[config.mk]
export PLATFORM = sky130hd
export DESIGN_NAME = pwm_fault_latch
export DESIGN_NICKNAME = d
export VERILOG_FILES = /design/src/rtl/pfl_pkg.sv /design/src/rtl/pfl_sync_edge.sv /design/src/rtl/pfl_period_cnt.sv /design/src/rtl/pfl_status.sv /design/src/rtl/pwm_fault_latch.sv
export SDC_FILE = /design/constraint.sdc
export NUM_CORES = 1
export LEC_CHECK = 0
export BUFFER_PORTS_ARGS = -buffer_cell sky130_fd_sc_hd__buf_2
export CAP_MARGIN = 20
export CORE_ASPECT_RATIO = 1.1
export CORE_UTILIZATION = 55
export CTS_BUF_LIST = sky130_fd_sc_hd__clkbuf_16
export DETAILED_ROUTE_END_ITERATION = 8
export PLACE_DENSITY_LB_ADDON = 0.3
export SLEW_MARGIN = 5
export SYNTH_ARGS = -nofsm -noshare
export SYNTH_HDL_FRONTEND = slang
export SYNTH_SLANG_ARGS = --single-unit
export TNS_END_PERCENT = 5
[constraint.sdc]
create_clock -name clk -period 2.4 [get_ports clk]
set_input_delay 0.24 -clock clk [delete_from_list [all_inputs] [get_ports clk]]
set_output_delay 0.24 -clock clk [all_outputs]
set_load 0.01 [all_outputs]
[src/rtl/pfl_pkg.sv]
package pfl_pkg;
  localparam int NSRC = 4;
  localparam int NFLAG = 3;
  typedef enum int {
    SRC_CL = 0,
    SRC_AB = 1,
    SRC_A  = 2,
    SRC_B  = 3
  } fault_src_e;
endpackage

[src/rtl/pfl_sync_edge.sv]
module pfl_sync_edge #(
  parameter int STAGES = 2
) (
  input  logic clk,
  input  logic rst_n,
  input  logic din,
  output logic rise
);
  logic [STAGES-1:0] chain;
  logic              last;

  always_ff @(posedge clk) begin
    if (!rst_n) begin
      chain <= '0;
      last  <= 1'b0;
    end else begin
      chain <= {chain[STAGES-2:0], din};
      last  <= chain[STAGES-1];
    end
  end

  assign rise = chain[STAGES-1] & ~last;

  // an event lasts a single cycle
  assert_single_pulse_R2: assert property (@(posedge clk) disable iff (!rst_n)
    rise |=> !rise);
endmodule

[src/rtl/pfl_period_cnt.sv]
module pfl_period_cnt #(
  parameter int CNT_W = 5
) (
  input  logic             clk,
  input  logic             rst_n,
  input  logic             chan_en,
  input  logic             strobe,
  input  logic             ev,
  input  logic [CNT_W-1:0] limit,
  output logic             tripped
);
  logic [CNT_W-1:0] cnt;
  logic             seen;
  logic             first;

  assign first = ev & ~seen;

  always_ff @(posedge clk) begin
    if (!rst_n || !chan_en) begin
      cnt     <= '0;
      seen    <= 1'b0;
      tripped <= 1'b0;
    end else begin
      if (first && cnt >= limit) tripped <= 1'b1;
      if (strobe) begin
        seen <= 1'b0;
        if (!seen && !ev)              cnt <= '0;
        else if (first && cnt < limit) cnt <= cnt + 1'b1;
      end else if (first) begin
        seen <= 1'b1;
        if (cnt < limit) cnt <= cnt + 1'b1;
      end
    end
  end

  assert_step_or_clear_R4: assert property (@(posedge clk) disable iff (!rst_n)
    (cnt != $past(cnt)) |-> (cnt == $past(cnt) + 1'b1 || cnt == '0));
  assert_once_per_period_R3: assert property (@(posedge clk) disable iff (!rst_n)
    (seen && !strobe && chan_en) |=> $stable(cnt));
  assert_trip_holds_R7: assert property (@(posedge clk) disable iff (!rst_n)
    (tripped && chan_en) |=> tripped);
  assert_disable_clears_R7: assert property (@(posedge clk) disable iff (!rst_n)
    !chan_en |=> (!tripped && cnt == '0));
endmodule

[src/rtl/pfl_status.sv]
module pfl_status #(
  parameter int NF = 3
) (
  input  logic          clk,
  input  logic          rst_n,
  input  logic [NF-1:0] set,
  input  logic          rd,
  input  logic [NF-1:0] irq_en,
  output logic [NF-1:0] flags,
  output logic          irq
);
  always_ff @(posedge clk) begin
    if (!rst_n) flags <= '0;
    else        flags <= (rd ? '0 : flags) | set;
  end

  assign irq = |(flags & irq_en);

  assert_set_wins_R9: assert property (@(posedge clk) disable iff (!rst_n)
    (|set) |=> ((flags & $past(set)) == $past(set)));
  assert_rise_needs_set_R8: assert property (@(posedge clk) disable iff (!rst_n)
    ((flags & ~$past(flags) & ~$past(set)) == '0));
endmodule

[src/rtl/pwm_fault_latch.sv]
module pwm_fault_latch
  import pfl_pkg::*;
#(
  parameter int CNT_W       = 5,
  parameter int SYNC_STAGES = 2
) (
  input  logic             clk,
  input  logic             rst_n,
  input  logic             chan_en,
  input  logic             period_strobe,
  input  logic             flt_cl_in,
  input  logic             flt_ab_in,
  input  logic             flt_a_in,
  input  logic             flt_b_in,
  input  logic             cl_en,
  input  logic             grp_en,
  input  logic [CNT_W-1:0] lim_cl,
  input  logic [CNT_W-1:0] lim_ab,
  input  logic [CNT_W-1:0] lim_a,
  input  logic [CNT_W-1:0] lim_b,
  input  logic             pwm_a_in,
  input  logic             pwm_b_in,
  output logic             pwm_a_out,
  output logic             pwm_b_out,
  input  logic             stat_rd,
  output logic [NFLAG-1:0] stat_flags,
  input  logic [NFLAG-1:0] irq_en,
  output logic             irq
);
  logic [NSRC-1:0]  raw;
  logic [NSRC-1:0]  src_en;
  logic [NSRC-1:0]  rise;
  logic [NSRC-1:0]  ev;
  logic [NSRC-1:0]  trip;
  logic [CNT_W-1:0] lim_vec [NSRC];
  logic             kill_a, kill_b;

  assign raw[SRC_CL]    = flt_cl_in;
  assign raw[SRC_AB]    = flt_ab_in;
  assign raw[SRC_A]     = flt_a_in;
  assign raw[SRC_B]     = flt_b_in;
  assign src_en[SRC_CL] = cl_en;
  assign src_en[SRC_AB] = grp_en;
  assign src_en[SRC_A]  = grp_en;
  assign src_en[SRC_B]  = grp_en;
  assign lim_vec[SRC_CL] = lim_cl;
  assign lim_vec[SRC_AB] = lim_ab;
  assign lim_vec[SRC_A]  = lim_a;
  assign lim_vec[SRC_B]  = lim_b;

  for (genvar i = 0; i < NSRC; i++) begin : g_src
    pfl_sync_edge #(.STAGES(SYNC_STAGES)) u_sync (
      .clk  (clk),
      .rst_n(rst_n),
      .din  (raw[i]),
      .rise (rise[i])
    );
    assign ev[i] = rise[i] & src_en[i];
    pfl_period_cnt #(.CNT_W(CNT_W)) u_cnt (
      .clk    (clk),
      .rst_n  (rst_n),
      .chan_en(chan_en),
      .strobe (period_strobe),
      .ev     (ev[i]),
      .limit  (lim_vec[i]),
      .tripped(trip[i])
    );
  end

  assign kill_a    = trip[SRC_CL] | trip[SRC_AB] | trip[SRC_A];
  assign kill_b    = trip[SRC_CL] | trip[SRC_AB] | trip[SRC_B];
  assign pwm_a_out = pwm_a_in & chan_en & ~kill_a;
  assign pwm_b_out = pwm_b_in & chan_en & ~kill_b;

  pfl_status #(.NF(NFLAG)) u_stat (
    .clk   (clk),
    .rst_n (rst_n),
    .set   ({ev[SRC_AB], ev[SRC_B], ev[SRC_A]}),
    .rd    (stat_rd),
    .irq_en(irq_en),
    .flags (stat_flags),
    .irq   (irq)
  );

  assert_a_off_R6: assert property (@(posedge clk) disable iff (!rst_n)
    trip[SRC_A] |-> !pwm_a_out);
  assert_b_off_R6: assert property (@(posedge clk) disable iff (!rst_n)
    trip[SRC_B] |-> !pwm_b_out);
  assert_both_off_R6: assert property (@(posedge clk) disable iff (!rst_n)
    (trip[SRC_AB] || trip[SRC_CL]) |-> (!pwm_a_out && !pwm_b_out));
  assert_cl_gated_R1: assert property (@(posedge clk) disable iff (!rst_n)
    (!cl_en && !trip[SRC_CL] && chan_en) |=> !trip[SRC_CL]);
endmodule

==> results.toml <==
[timing]
rsz0062_at_grt = "no"
finClkSkew_ns = 0.00571
period_minus_slack_ns = 1.89
fmax_mhz = 529
timing.final.crit_share_pct = 78.7
final_max_slew_viol_count = 0
finalSetupTns_ns = 0
finalHoldViolations = 0
worst_pin_slew_ns = 0.666
finalSetupViolCount = 0
relSlewSlack_pct = 54.4

[pwr]
leakage_nw = 1.12
ir_drop_uv = 439
power_density_nw_per_um2 = 548

[global_route]
grt_pass1_vias = 1818
overflow = 0
antenna_found_initial = 0
grt_usage_pct = 21.9
grt_start_max_net_pins = 17
grt_pass1_wl_mm = 7.58

[setup_path]
crit_fanout = 8
crit_path_start_kind = "register"
cpPeakStageDelay_ns = 0.52
criticalPathCategory = "reg -> reg"
worstPathArrival_ns = 2.10
crit_required_ns = 2.61
crit_chain = "ha_1 -> a2111o_1 -> or4_1 -> a21oi_1"
critPathCaptureType = "register"
critPathSlowestCell = "a2111o_1"

[yosys]
syn_nets = 320
ys_ff_latch = 43
synth_edf_count = 0
syn_inst = 260
synth.distinct_cells = 34
syn_area_per_cell_um2 = 8.69
mappedNetlistArea_um2 = 2260
ys_warn_count = 0
async_reset_ff_share_pct = 0
synth-main-ff-cell = "dfxtp_1"
seq_area_frac_synth_pct = 38.1

[die]
dieArea_um2 = 4370
placementRows = 24
core_area_um2 = 3960
start_util_pct = 57.0
ios = 42
die_y_um = 69.2
chipWidth_um = 63.1

[cts]
h-tree-depth = 2
cts_buffers = 5
clock_sinks = 43
clock_latency_ns = 0.28
clk_pin_slew_ns = 0.05
cts_buffer_depth = 2
postCtsHoldBufs = 0
cts_setup_buffers = 0
clockRootBuffer = "clkbuf_16"
cts_tree = "yes"
cts_resized = 0

[detailed_routing]
firstDrtPassIters = 4
m1WireLength_mm = 1.90
wirelength_mm = 4.18
drtAntennaViolNets = 0
met3WireLength_um = 156
drt-vias-per-instance = 5.47
vias = 1965
drt-initial-drc-count = 110
drc = 0
wire_per_inst_um = 11.6
dr_wl_met2_mm = 2.06
top_layer_used = "met4"

[final_layout]
fillerInstances = 346
layout_common_cells = "dfxtp_1 (43), buf_2 (41), inv_1 (34)"
finalCoreUtilization_pct = 67.1
n_antenna_cell = 0
drive_above_1_share_pct = 16.0
final_common_cell = "dfxtp_1"
fin_nets = 366
area_growth_syn_to_layout_pct = 17.7

[hold_path]
hold_class = "in -> reg"

[outcome]
status = "finished, final reports clean"

[place]
dp_hpwl_mm = 3.16
globalplace.congestion = 0.727
port_buffers = 41

[flow_run]
drv_cap = 0
metrics by stage:
stage | hold WS [ns] | total power, mW | instances | setup WS, ns | instance area, µm²
after floorplan | 0.313 | 0.806 | 260 | 0.648 | 2260
after global placement | 0.414 | 0.850 | 351 | 0.535 | 2520
after detailed placement | 0.421 | 0.854 | 351 | 0.490 | 2520
after CTS | 0.157 | 1.48 | 359 | 0.502 | 2660
after global routing | 0.173 | 1.53 | 359 | 0.416 | 2660
final | 0.163 | 1.46 | 359 | 0.511 | 2660
power breakdown:
| part | internal [mW] | switching [mW] |
|---|---|---|
| sequential | 0.724 | 0.00480 |
| combinational | 0.0526 | 0.0565 |
| clock | 0.374 | 0.246 |
cells in the mapped netlist, types with 2 or more instances:
master / number / area, µm²
nand4_1: 3 / 18.8
and2_1: 12 / 75.1
nor3b_1: 2 / 15.0
mux2i_1: 3 / 30.0
a211oi_1: 5 / 37.5
o31ai_1: 9 / 67.6
and4bb_2: 2 / 25.0
a21oi_1: 32 / 160
o21ai_1: 4 / 20.0
nor2b_1: 4 / 25.0
nand3b_1: 3 / 22.5
nand3_1: 9 / 45.0
nand2b_1: 4 / 25.0
nand2_1: 12 / 45.0
o21ai_0: 13 / 65.1
inv_1: 33 / 124
dfxtp_1: 43 / 861
o211ai_1: 3 / 22.5
or3_1: 5 / 31.3
a21boi_0: 3 / 22.5
ha_1: 24 / 300
or4_1: 9 / 67.6
nor2_1: 6 / 22.5
a21o_1: 6 / 45.0
clkbuf_1: 2 / 7.51
state kept, by name, summed over array words and instances (netlist names):
name                 cells
g_src.u_sync.chain       8
g_src.u_sync.last        4
g_src.u_cnt.seen         4
u_stat.flags             3
g_src.u_cnt.tripped      4
g_src.u_cnt.cnt         20
kinds of logic (layout without fill, tap and decap cells):
kind of cell             after synthesis  count (layout)  share of synthesized area (%)
buffers and inverters                 35              82                           5.81
flip-flops                            43              43                           38.1
AO/OA/AOI/OAI                         80              80                           21.5
adder cells (fa/ha/maj)               24              24                           13.3
AND/OR/NAND/NOR                       75              75                           19.9
multiplexers                           3               3                           1.33
final cells by class:
type                       count  area, µm²  share of cell area (%)
multi-input combinational    182       1270                    47.7
sequential                    43        861                    32.4
timing repair buffer          41        205                    7.72
clock buffer                   5        125                    4.71
inverter                      33        124                    4.66
tap                           52       65.1                    2.45
clock inverter                 3       11.3                   0.424
worst paths after layout:
| path | to | from | slack [ns] | cells after the start |
|---|---|---|---|---|
| worst max-delay path | g_src[2].u_cnt.cnt[3] | g_src[2].u_cnt.cnt[4] | 0.51 | 4 |
| worst min-delay path | g_src[2].u_sync.chain[0] | flt_a_in | 0.16 | 2 |
| worst max register to register | g_src[2].u_cnt.cnt[3] | g_src[2].u_cnt.cnt[4] | 0.51 | 4 |
| worst min register to register | g_src[3].u_sync.chain[1] | g_src[3].u_sync.chain[0] | 0.43 | 1 |
critical path: cells and delay by family, from the launching register on:
kind | cells | cell delay (ns)
compound gates | 2 | 0.68
simple gates | 1 | 0.51
flops | 1 | 0.32
fa+ha+maj | 1 | 0.31
metal layers:
| metal | vias up | GRT usage (%) |
|---|---|---|
| met5 | - | 0 |
| met4 | 0 | 8.53 |
| met3 | 6 | 5.92 |
| met2 | 39 | 37.3 |
| met1 | 890 | 25.7 |
| li1 | 1030 | - |
(Power assumes the default switching activity.)
